File: config.mk
export PLATFORM = sky130hd
export DESIGN_NAME = spi_host_regfifo
export DESIGN_NICKNAME = d
export VERILOG_FILES = /design/src/rtl/spi_host_regfifo.sv
export SDC_FILE = /design/constraint.sdc
export NUM_CORES = 1
export LEC_CHECK = 0
export BUFFER_PORTS_ARGS = -buffer_cell sky130_fd_sc_hd__buf_2
export CAP_MARGIN = 20
export CELL_PAD_IN_SITES_DETAIL_PLACEMENT = 0
export CELL_PAD_IN_SITES_GLOBAL_PLACEMENT = 1
export CORE_UTILIZATION = 50
export DETAILED_ROUTE_END_ITERATION = 12
export PLACE_DENSITY_LB_ADDON = 0.1
export SYNTH_ARGS = -nofsm -noshare
export SYNTH_HDL_FRONTEND = slang
export SYNTH_SLANG_ARGS = --single-unit
File: constraint.sdc
create_clock -name clk -period 3.4 [get_ports clk]
set_clock_uncertainty 0.05 [all_clocks]
set_input_delay 0 -clock clk [delete_from_list [all_inputs] [get_ports clk]]
set_output_delay 0 -clock clk [all_outputs]
set_load 0.02 [all_outputs]
File: src/rtl/spi_host_regfifo.sv
module spi_host_regfifo #(
  parameter int NUM_SEL = 2,
  parameter int DEPTH   = 8,
  parameter int ADDR_W  = 7
) (
  input  logic              clk,
  input  logic              rst_n,
  input  logic              bus_wr,
  input  logic              bus_rd,
  input  logic [ADDR_W-1:0] bus_addr,
  input  logic [31:0]       bus_wdata,
  output logic [31:0]       bus_rdata,
  output logic              irq,
  output logic              xfer_start,
  output logic [7:0]        xfer_txbyte,
  input  logic              xfer_busy,
  input  logic              xfer_done,
  input  logic [7:0]        xfer_rxbyte,
  output logic [NUM_SEL-1:0] sel_n
);
  localparam int PTR_W = $clog2(DEPTH);
  localparam int CNT_W = PTR_W + 1;
  localparam logic [ADDR_W-1:0] A_DIV  = ADDR_W'(8'h00);
  localparam logic [ADDR_W-1:0] A_SCKM = ADDR_W'(8'h04);
  localparam logic [ADDR_W-1:0] A_SID  = ADDR_W'(8'h10);
  localparam logic [ADDR_W-1:0] A_SDEF = ADDR_W'(8'h14);
  localparam logic [ADDR_W-1:0] A_SMOD = ADDR_W'(8'h18);
  localparam logic [ADDR_W-1:0] A_DLY0 = ADDR_W'(8'h28);
  localparam logic [ADDR_W-1:0] A_DLY1 = ADDR_W'(8'h2C);
  localparam logic [ADDR_W-1:0] A_FMT  = ADDR_W'(8'h40);
  localparam logic [ADDR_W-1:0] A_TXD  = ADDR_W'(8'h48);
  localparam logic [ADDR_W-1:0] A_RXD  = ADDR_W'(8'h4C);
  localparam logic [ADDR_W-1:0] A_TXM  = ADDR_W'(8'h50);
  localparam logic [ADDR_W-1:0] A_RXM  = ADDR_W'(8'h54);
  localparam logic [ADDR_W-1:0] A_FCTL = ADDR_W'(8'h60);
  localparam logic [ADDR_W-1:0] A_FFMT = ADDR_W'(8'h64);
  localparam logic [ADDR_W-1:0] A_IE   = ADDR_W'(8'h70);
  localparam logic [ADDR_W-1:0] A_IP   = ADDR_W'(8'h74);
  localparam logic [31:0] SDEF_RST = 32'((64'd1 << NUM_SEL) - 64'd1);

  logic [31:0] r_div, r_sckm, r_sid, r_sdef, r_smod, r_dly0, r_dly1, r_fmt;
  logic [31:0] r_txm, r_rxm, r_fctl, r_ffmt, r_ie;
  logic        in_flight;

  logic [7:0]       tx_mem [DEPTH];
  logic [7:0]       rx_mem [DEPTH];
  logic [PTR_W-1:0] tx_rp, tx_wp, rx_rp, rx_wp;
  logic [CNT_W-1:0] tx_cnt, rx_cnt;

  logic tx_full, tx_empty, rx_full, rx_empty;
  logic tx_push, tx_pop, rx_push, rx_pop;
  logic [1:0] pend;

  function automatic logic wr_at(input logic [ADDR_W-1:0] a);
    return bus_wr && (bus_addr == a);
  endfunction

  assign tx_full  = (tx_cnt == CNT_W'(DEPTH));
  assign tx_empty = (tx_cnt == '0);
  assign rx_full  = (rx_cnt == CNT_W'(DEPTH));
  assign rx_empty = (rx_cnt == '0);

  assign xfer_start  = !in_flight && !xfer_busy && !tx_empty;
  assign xfer_txbyte = tx_mem[tx_rp];

  assign tx_push = wr_at(A_TXD) && !tx_full;
  assign tx_pop  = xfer_start;
  assign rx_push = xfer_done && !r_fmt[3] && !rx_full;
  assign rx_pop  = bus_rd && (bus_addr == A_RXD) && !rx_empty;

  assign pend[0] = 32'(tx_cnt) < r_txm;
  assign pend[1] = 32'(rx_cnt) > r_rxm;
  assign irq     = |(pend & r_ie[1:0]);

  always_ff @(posedge clk or negedge rst_n) begin
    if (!rst_n) begin
      r_div  <= 32'h3;
      r_sckm <= '0;
      r_sid  <= '0;
      r_sdef <= SDEF_RST;
      r_smod <= '0;
      r_dly0 <= 32'h1001;
      r_dly1 <= 32'h1;
      r_fmt  <= '0;
      r_txm  <= '0;
      r_rxm  <= '0;
      r_fctl <= '0;
      r_ffmt <= '0;
      r_ie   <= '0;
    end else begin
      if (wr_at(A_DIV))  r_div  <= bus_wdata;
      if (wr_at(A_SCKM)) r_sckm <= bus_wdata;
      if (wr_at(A_DLY0)) r_dly0 <= bus_wdata;
      if (wr_at(A_DLY1)) r_dly1 <= bus_wdata;
      if (wr_at(A_FMT))  r_fmt  <= bus_wdata;
      if (wr_at(A_FCTL)) r_fctl <= bus_wdata;
      if (wr_at(A_FFMT)) r_ffmt <= bus_wdata;
      if (wr_at(A_IE))   r_ie   <= bus_wdata;
      if (wr_at(A_SID)  && bus_wdata < 32'(NUM_SEL)) r_sid <= bus_wdata;
      if (wr_at(A_SDEF) && {1'b0, bus_wdata} < (33'd1 << NUM_SEL)) r_sdef <= bus_wdata;
      if (wr_at(A_SMOD) && bus_wdata <= 32'd3) r_smod <= bus_wdata;
      if (wr_at(A_TXM)  && bus_wdata < 32'(DEPTH)) r_txm <= bus_wdata;
      if (wr_at(A_RXM)  && bus_wdata < 32'(DEPTH)) r_rxm <= bus_wdata;
    end
  end

  always_ff @(posedge clk or negedge rst_n) begin
    if (!rst_n) begin
      tx_rp <= '0; tx_wp <= '0; tx_cnt <= '0;
      rx_rp <= '0; rx_wp <= '0; rx_cnt <= '0;
      in_flight <= 1'b0;
    end else begin
      if (tx_push) tx_wp <= tx_wp + PTR_W'(1);
      if (tx_pop)  tx_rp <= tx_rp + PTR_W'(1);
      tx_cnt <= tx_cnt + CNT_W'(tx_push) - CNT_W'(tx_pop);
      if (rx_push) rx_wp <= rx_wp + PTR_W'(1);
      if (rx_pop)  rx_rp <= rx_rp + PTR_W'(1);
      rx_cnt <= rx_cnt + CNT_W'(rx_push) - CNT_W'(rx_pop);
      if (xfer_start)     in_flight <= 1'b1;
      else if (xfer_done) in_flight <= 1'b0;
    end
  end

  always_ff @(posedge clk) begin
    if (tx_push) tx_mem[tx_wp] <= bus_wdata[7:0];
    if (rx_push) rx_mem[rx_wp] <= xfer_rxbyte;
  end

  always_comb begin
    bus_rdata = '0;
    case (bus_addr)
      A_DIV:  bus_rdata = r_div;
      A_SCKM: bus_rdata = r_sckm;
      A_SID:  bus_rdata = r_sid;
      A_SDEF: bus_rdata = r_sdef;
      A_SMOD: bus_rdata = r_smod;
      A_DLY0: bus_rdata = r_dly0;
      A_DLY1: bus_rdata = r_dly1;
      A_FMT:  bus_rdata = r_fmt;
      A_TXD:  bus_rdata = {tx_full, 31'b0};
      A_RXD:  bus_rdata = rx_empty ? 32'h8000_0000 : {24'b0, rx_mem[rx_rp]};
      A_TXM:  bus_rdata = r_txm;
      A_RXM:  bus_rdata = r_rxm;
      A_FCTL: bus_rdata = r_fctl;
      A_FFMT: bus_rdata = r_ffmt;
      A_IE:   bus_rdata = r_ie;
      A_IP:   bus_rdata = {30'b0, pend};
      default: bus_rdata = '0;
    endcase
  end

  for (genvar g = 0; g < NUM_SEL; g++) begin : g_sel
    assign sel_n[g] = r_sdef[g] ^ ((r_sid == 32'(g)) &&
                      (r_smod == 32'd2 || (r_smod != 32'd3 && in_flight)));
  end

  p_no_overflow_r2: assert property (@(posedge clk) disable iff (!rst_n)
    tx_cnt <= CNT_W'(DEPTH) && rx_cnt <= CNT_W'(DEPTH));
  p_start_single_r11: assert property (@(posedge clk) disable iff (!rst_n)
    xfer_start |=> !xfer_start);
  p_start_pops_r11: assert property (@(posedge clk) disable iff (!rst_n)
    (xfer_start && !(bus_wr && bus_addr == A_TXD)) |=> tx_cnt == $past(tx_cnt) - CNT_W'(1));
  p_dir_discard_r9: assert property (@(posedge clk) disable iff (!rst_n)
    (xfer_done && r_fmt[3] && !bus_rd) |=> $stable(rx_cnt));
  p_mark_guard_r8: assert property (@(posedge clk) disable iff (!rst_n)
    (bus_wr && bus_addr == A_TXM && bus_wdata >= 32'(DEPTH)) |=> $stable(r_txm));
  p_irq_masked_r7: assert property (@(posedge clk) disable iff (!rst_n)
    (r_ie[1:0] == 2'b00) |-> !irq);
  p_rxd_readonly_r10: assert property (@(posedge clk) disable iff (!rst_n)
    (bus_wr && bus_addr == A_RXD && !bus_rd && !xfer_done) |=> $stable(rx_cnt));
endmodule

* Word-level counts from Yosys, hierarchy flattened *
Memory sizes are Yosys's and may differ from the RTL's.
Cells that the tools add are included.

storage, ports and cells
  register bits = 437
  memory bits (writable) = 128
  output and inout bits = 44
  logic and storage cells = 110
  memories = 2

memories
  name    depth  width  rd ports  clocked after Yosys merged registers in  write ports  RTL line  text
  rx_mem  8      8      1         0                                        1            46        logic [7:0] rx_mem [DEPTH];
  tx_mem  8      8      1         0                                        1            45        logic [7:0] tx_mem [DEPTH];

cells by class
  add/subtract/negate cells = 8
  magnitude comparators = 6
  equal/unequal tests = 20
  mux-type cells = 8
  bitwise logic cells = 3
  reduce and logical (&&, ||, !) cells = 43

operators by type and width
  kind                 number
  $pmux 32 s16         1
  $eq 7x7->1 const B   9
  $eq 32x1->1 const B  1
  $eq 32x2->1 const B  1
  $gt 4x32->1          1
  $le 32x2->1 const B  1
  $logic_not 32->1     1
  $lt 32x2->1 const B  1
  $lt 32x3->1 const B  1
  $lt 32x4->1 const B  1
  $lt 4x32->1          1
  $mux 32              1
  $ne 32x2->1 const B  1
  $logic_and 1x1->1    29
  $eq 7x5->1 const B   3
  $eq 7x6->1 const B   2
  $add 3x1->3 const B  4
  $add 4x1->4          2
  $eq 4x4->1 const B   2
  $logic_not 4->1      2
  $sub 4x1->4          2
  $eq 7x3->1 const B   1
  $logic_not 1->1      7
  $logic_not 7->1      1
  other kinds (6)      12

* Longest topological paths before layout *
Gate-level depths: netlist of run 1.

  word-level depth = 5
  depth in mapped cells = 11
  mapped depth without buffers = 11

* Least setup slack after synthesis of run 1 *
Ideal clock, no wire load.

  path kind = reg2reg
  start point = register rx_cnt[2]
  end point = register rx_cnt[2]
  library setup time = 0.123 ns
  data arrival time = 2.385 ns
  required time = 3.227 ns
  setup slack = 0.843 ns
  stages on the path, launching flop included = 12
  path buffers = 0
  period minus slack after synthesis = 2.557 ns
  cell sequence = dfrtp_1 inv_1 ha_1 or3b_2 nand4_1 nor2_1 ha_1 inv_1 ha_1 inv_1 fa_1 xnor2_1

between the ends
  elaborated cells on any way between the ends = 8
  classes of those cells = add/sub: 2; eq/ne: 1; reduce/logical: 5

RTL lines
  item                    RTL line  text
  from (decl)             48        logic [CNT_W-1:0] tx_cnt, rx_cnt;
  from (signal assigned)  118       rx_cnt <= rx_cnt + CNT_W'(rx_push) - CNT_W'(rx_pop);
  $logic_not 4->1         61        assign rx_empty = (rx_cnt == '0);
  $logic_not 1->1         69        assign rx_pop = bus_rd && (bus_addr == A_RXD) && !rx_empty;
  $logic_and 1x1->1       69
  net rx_pop              51        logic tx_push, tx_pop, rx_push, rx_pop;
  $sub 4x1->4             118

The timed path passes the listed nets, and every way through them passes these cells.
A chain may end at the register's enable or synchronous reset.

* Final worst setup path of run 1 *
  start point = register r_sid[22]
  end point = output port sel_n[1]

between the ends
  word-level cells in the longest chain between the ends = 3

RTL lines
  item                    RTL line  text
  from (decl)             41        logic [31:0] r_div, r_sckm, r_sid, r_sdef, r_smod, r_dly0, r_dly1, r_fmt;
  from (signal assigned)  99        if (wr_at(A_SID) && bus_wdata < 32'(NUM_SEL)) r_sid <= bus_wdata;
  $eq 32x1->1             153       assign sel_n[g] = r_sdef[g] ^ ((r_sid == 32'(g)) &&
  $logic_and 1x1->1       153
  $xor 1x1->1             153
  to (decl)               19        output logic [NUM_SEL-1:0] sel_n

Every way passes these cells.

==> results of run 1 <==
## synth_stat cells (all sizes together) (6+ instances only)
library cell  number
dfrtp            430
mux2             300
nor2b            152
edfxtp           128
buf               83
nand2             73
a22oi             66
mux2i             45
clkbuf            43
nor2              43
nor4              37
mux4              36
o21ai             36
inv               32
a21oi             25
ha                23
a221oi            20
nor3              18
a222oi            16
nand3             14
nand4             14
a22o              12
o22ai             11
o211ai            10
xnor2              9
nor3b              8
and2               7
dfstp              7
a32oi              6
nor4b              6
o2bb2ai            6
## registers in the layout, indices dropped and copies added (netlist names), 4 cells and up
name / flops
r_smod: 32
r_dly1: 32
r_dly0: 32
r_fctl: 32
r_div: 32
r_rxm: 32
tx_cnt: 4
r_ie: 32
r_ffmt: 32
r_sdef: 32
rx_mem: 64
r_sid: 32
r_txm: 32
r_fmt: 32
tx_mem: 64
rx_cnt: 4
r_sckm: 32
## power groups by stage
stage | sequential (W) | clock (W) | combinational (W)
final | 0.00775 | 0.00645 | 0.00215
after global routing | 0.00781 | 0.00679 | 0.00235
after CTS | 0.00775 | 0.00653 | 0.00217
after detailed placement | 0.00788 | 0 | 0.00212
after global placement | 0.00785 | 0 | 0.00207
after floorplan | 0.00770 | 0 | 0.00143
## critical path, delay by kind of cell, from the launching register on
family | cells | cell delay, ps
buf+inv | 1 | 240
xor+xnor | 1 | 350
compound gates | 1 | 440
flops | 1 | 390
simple gates | 3 | 1170
## final cells by class
cell class	instances	area [µm²]	area share [%]
sequential	565	14790	51.43
clock inverter	26	216.5	0.7527
timing repair buffer	238	1812	6.300
multi-input combinational	1065	9270	32.24
inverter	33	123.9	0.4308
tap	664	830.8	2.889
clock buffer	84	1713	5.957
## through the flow
step / instances / power, W / hold WS [ps] / setup slack (ps)
detailed placement: 2515 / 0.009993 / 131.3 / 233.3
global placement: 2515 / 0.009917 / 125.4 / 258.4
global route: 2675 / 0.01694 / 68.21 / 67.06
finish: 2675 / 0.01636 / -21.39 / 145.7
CTS: 2672 / 0.01645 / 36.69 / 13.00
floorplan: 1789 / 0.009130 / -345.6 / 842.9
## kinds of logic after synthesis
kind of cell	count (synthesis)	share of synthesized area [%]
adders and majority gates	25	1.326
and+or+nand+nor	399	9.436
xor gates and xnor gates	14	0.4961
DFF	565	59.83
muxes	381	18.77
buffers and inverters	159	2.794
AOI/OAI and AO/OA	246	7.345
## what timing repair did
item | 4_1_cts | 5_1_grt
gates resized for setup | 2 | 3
buffers inserted | 0 | 3
setup endpoints to repair | 1 | 2
endpoints found under the hold margin | 504 | 0
hold buffers | 47 | 0
pin swaps | 0 | 1
## metal layers
layer	part of all wire [%]	vias to the layer above	track usage, %
li1	-	6988	-
met1	44	8707	47.11
met2	45	618	48.65
met3	8.1	135	6.205
met4	3.0	0	10.09
met5	0	-	0
## final timing paths
kind / end / startpoint / slack, ps
min: r_ie[9] / rst_n / -20
min in group clk: tx_wp[1] / bus_wr / 60
max reg2reg: rx_cnt[2] / rx_cnt[2] / 390
max in group asynchronous: r_div[1] / rst_n / 2250
max: sel_n[1] / r_sid[22] / 150
min reg2reg: tx_wp[2] / tx_wp[2] / 440
==> impl_results.md, run 1 <==
- Fin crit share: 95.72%
- Tightest Hold Check Type: in2async
- Min Hold Slack: -21.39 ps
- Slowest CP cell: or4_1
- #FFs+latches synth: 565
- Synth top area cells: dfrtp_1 44%, edfxtp_1 16%, mux2_2 13%
- Final Wtd Congestion: 0.9072
- Cell variety after synth: 74
- Critical path peak fanout: 3
- Antenna violations before repair: 0
- Clock slew at reported path FFs: 60 ps
- Syn Inst Count: 1789
- Routed Antenna Nets: 0
- Clock power frac: 39.4%
- Total GRT Usage: 32.20%
- Crit-path cells: or4_1, nor4_1, nand4_1, a2111o_1, xnor2_1, buf_2
- Post-Syn Area: 24720 µm²
- Final-layout fill cell count: around 4000
- Post-layout util: 58.87%
- Vias per inst: about 6
- Delay of the slowest critical-path stage: between 500 and 600 ps
- Post-synth top area share: 43.54%
- Most common cell after layout, fill and taps aside: dfrtp_1
- Outcome: complete, but fails checks
- Diode count: 0
- VDD IR max: 463.3 µV
- Largest net degree at the start of global routing: 109
- Power Density: 568.8 nW/µm²
- Vias in the first global route: 16666
- Initial core utilization: about half
- Num ports: 97
- Slew margin rel.: 27.52%
- Syn avg cell area: between 10 and 15 µm²
- CTS tree: built
- Die width: 224.3 µm
- Dominant cell type by area after synthesis: dfrtp_1
- DP Area: ~26000 µm²
- Arrival @ worst endpoint: 3200 ps
- Setup violations, final: 0
- Max Freq: just over 300 MHz
- Final setup TNS: 0 ps
- Required time of the critical path: roughly 3400 ps
- Via count: 16448
- Die area: slightly above 50000 µm²
- Rows: 81
- Die boundary height: around 220 µm
- Tightest Pin Transition: 1077 ps
- CTS Buf Count: 59
- Post-synth EDFFs: 128
- Root buf cell: clkbuf_16
- Worst reg2reg path depth: 12
- Switch share: 25.91%
- Post-synth top flop: dfrtp_1
- Initial DRC count: around 1700
- Post-synth net total: 1867
- CP endpoint kind: output port
- Leakage: 13.13 nW
- Routed len/inst: 29.50 µm
- Sequential power share: 47.4%
- Gate power share: between 10% and 20%
- Design area: about 29000 µm²
- Layout Nets: approximately 2000
- Final period demand of the worst path: 3254 ps
- RSZ-0062 raised after global routing: false
- Slew Limit Fails: 0
- Most frequent cells in the layout: 428 x dfrtp_1, 292 x mux2_2, 152 x nor2b_1, 128 x edfxtp_1, 95 x buf_2
- H-tree depth: 2
- Int Pwr: between 0.01 and 0.015 W
- Clock Latency Late Sink: 620 ps
- Number of max-cap violations: 0
- Startpoint Class: flop
- Drt first pass iters: 6
- Hpwl dp: 53910 µm
- Share of cells above drive strength 1: 32.27%
- Grt total ovfl: 0
- Switching power total: 0.004238 W
- First-pass GRT wire length: 116400 µm
- Final WL: 78910 µm
- Sequential-to-total area share from yosys stat: between 50 and 60%
- Hold Violations, Final: 5
- Yosys warnings: 0
- Clock sinks: 565
- Failing checks: negative hold slack
- IO buf count: 96
- FFs w/ async S/R, synth: 77.35%
- Syn-to-layout area delta: 16.35%
- Drc violations: 0
- Worst Path Class, Setup: reg2out
- Buffer depth of the longest clock path: 3
- Core ar.: slightly below 50000 µm²
Note: power is estimated with default switching activity, not from simulation.
==> inputs of run 2 (changes only) <==
==> constraint.sdc (replaced) <==
create_clock -name clk -period 3.3 [get_ports clk]
set_clock_uncertainty 0.05 [all_clocks]
set_input_delay 0 -clock clk [delete_from_list [all_inputs] [get_ports clk]]
set_output_delay 0 -clock clk [all_outputs]
set_load 0.02 [all_outputs]
==> run 2 against run 1 <==
Net effect:
- the run now ends clean
- combinational power rose by 4%
- hold slack gained 100 ps
- sequential cell count did not move
- cell count increased by 0.26%
- routed wire length up 1.7%
- sequential power rose by 3.1%
==> impl_results.md, run 2 (synthesized netlist as in run 1, its figures left out) <==
- Dpl cells: 2521 (+0.24%)
- IO buf count: 96 (unchanged)
- Clock Latency Late Sink: 610 ps (about the same)
- Root buf cell: clkbuf_16
- H-tree depth: 2 (unchanged)
- Most frequent cells in the layout: 429 x dfrtp_1, 292 x mux2_2, 152 x nor2b_1, 128 x edfxtp_1, 95 x buf_2
- RSZ-0062 raised after global routing: false
- Final WL: 80220 µm (+1.7%)
- Vias in the first global route: 16790 (+0.74%)
- Worst Path Class, Setup: reg2out
- Outcome: completed
- Die width: 224.3 µm (unchanged)
- Initial core utilization: 50.60% (unchanged)
- Slew Limit Fails: 0 (unchanged)
- Number of max-cap violations: 0 (unchanged)
- Buffer depth of the longest clock path: 3 (unchanged)
- Die boundary height: 224.3 µm (unchanged)
- Top delay family on crit path: simple AND/OR/NAND/NOR gates
- Total GRT Usage: 32.61% (+0.41 points)
- Power Density: 596.6 nW/µm² (+4.9%)
- Non-filler cells, final: 2682 (+0.26%)
- CTS Buf Count: 59 (unchanged)
- Drt first pass iters: 5 (-1)
- VDD IR max: 537.1 µV (+16%)
- Clock slew at reported path FFs: 70 ps (about the same)
- Max Freq: between 300 and 400 MHz
- Fin crit share: ~100%
- Final period demand of the worst path: 3285 ps
- Most common cell after layout, fill and taps aside: dfrtp_1
- Min Hold Slack: 78.82 ps (+100.2 ps)
- Initial DRC count: 2025 (+21%)
- Final Wtd Congestion: 0.8866 (-2.3%)
- Leakage: 13.25 nW (+0.90%)
- Number of buffers and inverters on the critical path: 1 (unchanged)
- Layout Nets: 2047 (+0.34%)
- Diode count: 0 (unchanged)
- Core ar.: 48850 µm² (unchanged)
- Worst reg2reg path depth: 13 (+1)
- Crit-path cells: or4_1, nor4_1, nand4_1, a2111o_1, xnor2_1, buf_2
- Worst min-delay path startpoint: bus_addr[0]
- Tightest Hold Check Type: in2reg
- Startpoint Class: flop
- Worst R2R Setup Slack: 410 ps (+20 ps)
- Critical path peak fanout: 3 (unchanged)
- Post-layout util: 59.27% (+0.40 points)
- Routed len/inst: 29.91 µm (+1.4%)
- Clock sinks: 565 (unchanged)
- Worst Hold Endpoint: tx_wp[1]
- Tightest Pin Transition: 930.1 ps (-147.2 ps)
- Slowest CP cell: or4_1
- Hold path cells: 6
- Vias per inst: 6.243 (+1.5%)
- Required time of the critical path: 3250 ps (-100 ps)
- Final setup TNS: 0 ps (unchanged)
- Die area: 50330 µm² (unchanged)
- Largest net degree at the start of global routing: 87 (-20%)
- Hpwl dp: 54390 µm (+0.90%)
- Routed Antenna Nets: 0 (unchanged)
- Num ports: 97 (unchanged)
- Launching point of the worst reg2reg path: rx_cnt[2]
- Via count: 16743 (+1.8%)
- Setup violations, final: 0 (unchanged)
- Arrival @ worst endpoint: 3230 ps (+30 ps)
- Hold Violations, Final: 0 (-5)
- Syn-to-layout area delta: 17.15%
- CTS tree: built
- Grt total ovfl: 0 (unchanged)
- Delay of the slowest critical-path stage: 520 ps (about the same)
- Drc violations: 0 (unchanged)
- Slew margin rel.: 37.86% (+10 points)
- Worst R2R End: rx_cnt[2]
- Share of cells above drive strength 1: 32.51% (+0.23 points)
- CP endpoint kind: output port
- Rows: 81 (unchanged)
- Antenna violations before repair: 3 (+3)
- First-pass GRT wire length: 117900 µm (+1.3%)
- Largest regs: rx_mem x64, tx_mem x64
==> run 2: cell count changes in the layout (fill, tap and decap cells not counted), moves of 2 or more <==
cell and delta:
clkinvlp_4 -6, buf_4 +7, clkbuf_1 -6, bufinv_16 +6, dfrtp_2 -2, clkinv_1 +7
==> run 2: how the worst max path moves through the flow <==
stage | start | endpoint | slack [ps] | depth (start not counted)
floorplan | rx_cnt[2] | rx_cnt[2] | 740 | 11
global placement | bus_addr[1] | rx_cnt[1] | 310 | 11
detailed placement | bus_addr[1] | rx_cnt[2] | 250 | 11
CTS | rx_cnt[2] | bus_rdata[3] | 20 | 8
global route | r_sid[18] | sel_n[1] | 40 | 6
finish | r_sid[18] | sel_n[1] | 20 | 6
==> run 2: timing repair <==
action / in CTS / in global routing
endpoints found under the setup margin: 2 / 2
setup buffers: 0 / 3
hold buffers: 48 / 0
pin swaps: 0 / 1
resized for setup: 4 / 3
endpoints found under the hold margin: 838 / 0
==> run 2: worst reg2reg max path: stages (launching register included) <==
cell and delay [ps]:
dfrtp_1 390, inv_1 110, ha_1 150, or3b_2 500, nand4_1 120, buf_4 180, buf_4 130, nor2_1 80
ha_1 280, inv_1 50, ha_1 150, inv_1 60, fa_1 380, xnor2_1 140
==> run 2: metrics by stage <==
| step | power (W) | setup WS (ps) | area [µm²] |
|---|---|---|---|
| floorplan | 0.009407 | 742.9 | 24720 |
| global placement | 0.01024 | 308.5 | 26360 |
| detailed placement | 0.01030 | 246.3 | 26360 |
| CTS | 0.01739 | 21.49 | 28920 |
| global route | 0.01787 | 41.72 | 28950 |
| finish | 0.01727 | 15.48 | 28950 |
==> run 2: layer usage <==
metal,vias to the layer above,routed length [µm],track usage (%)
met5,-,0,0
met4,0,1702,8.075
met3,111,6044,4.611
met2,734,36890,50.23
met1,8876,35590,48.86
li1,7022,-,-
==> run 2: area by class of cell <==
class	count	area (µm²)
inverter	33	123.9
clock inverter	33	377.9
tap	664	830.8
multi-input combinational	1065	9281
clock buffer	77	1677
sequential	565	14790
timing repair buffer	245	1872
fill	3914	19900
==> run 2: report_power, final <==
| group | switching (W) | total [W] | leakage, nW | internal, W |
|---|---|---|---|---|
| registers | 0.000351 | 0.00799 | 7.07 | 0.00764 |
| logic | 0.00121 | 0.00224 | 5.15 | 0.00103 |
| clock network | 0.00279 | 0.00704 | 1.02 | 0.00425 |
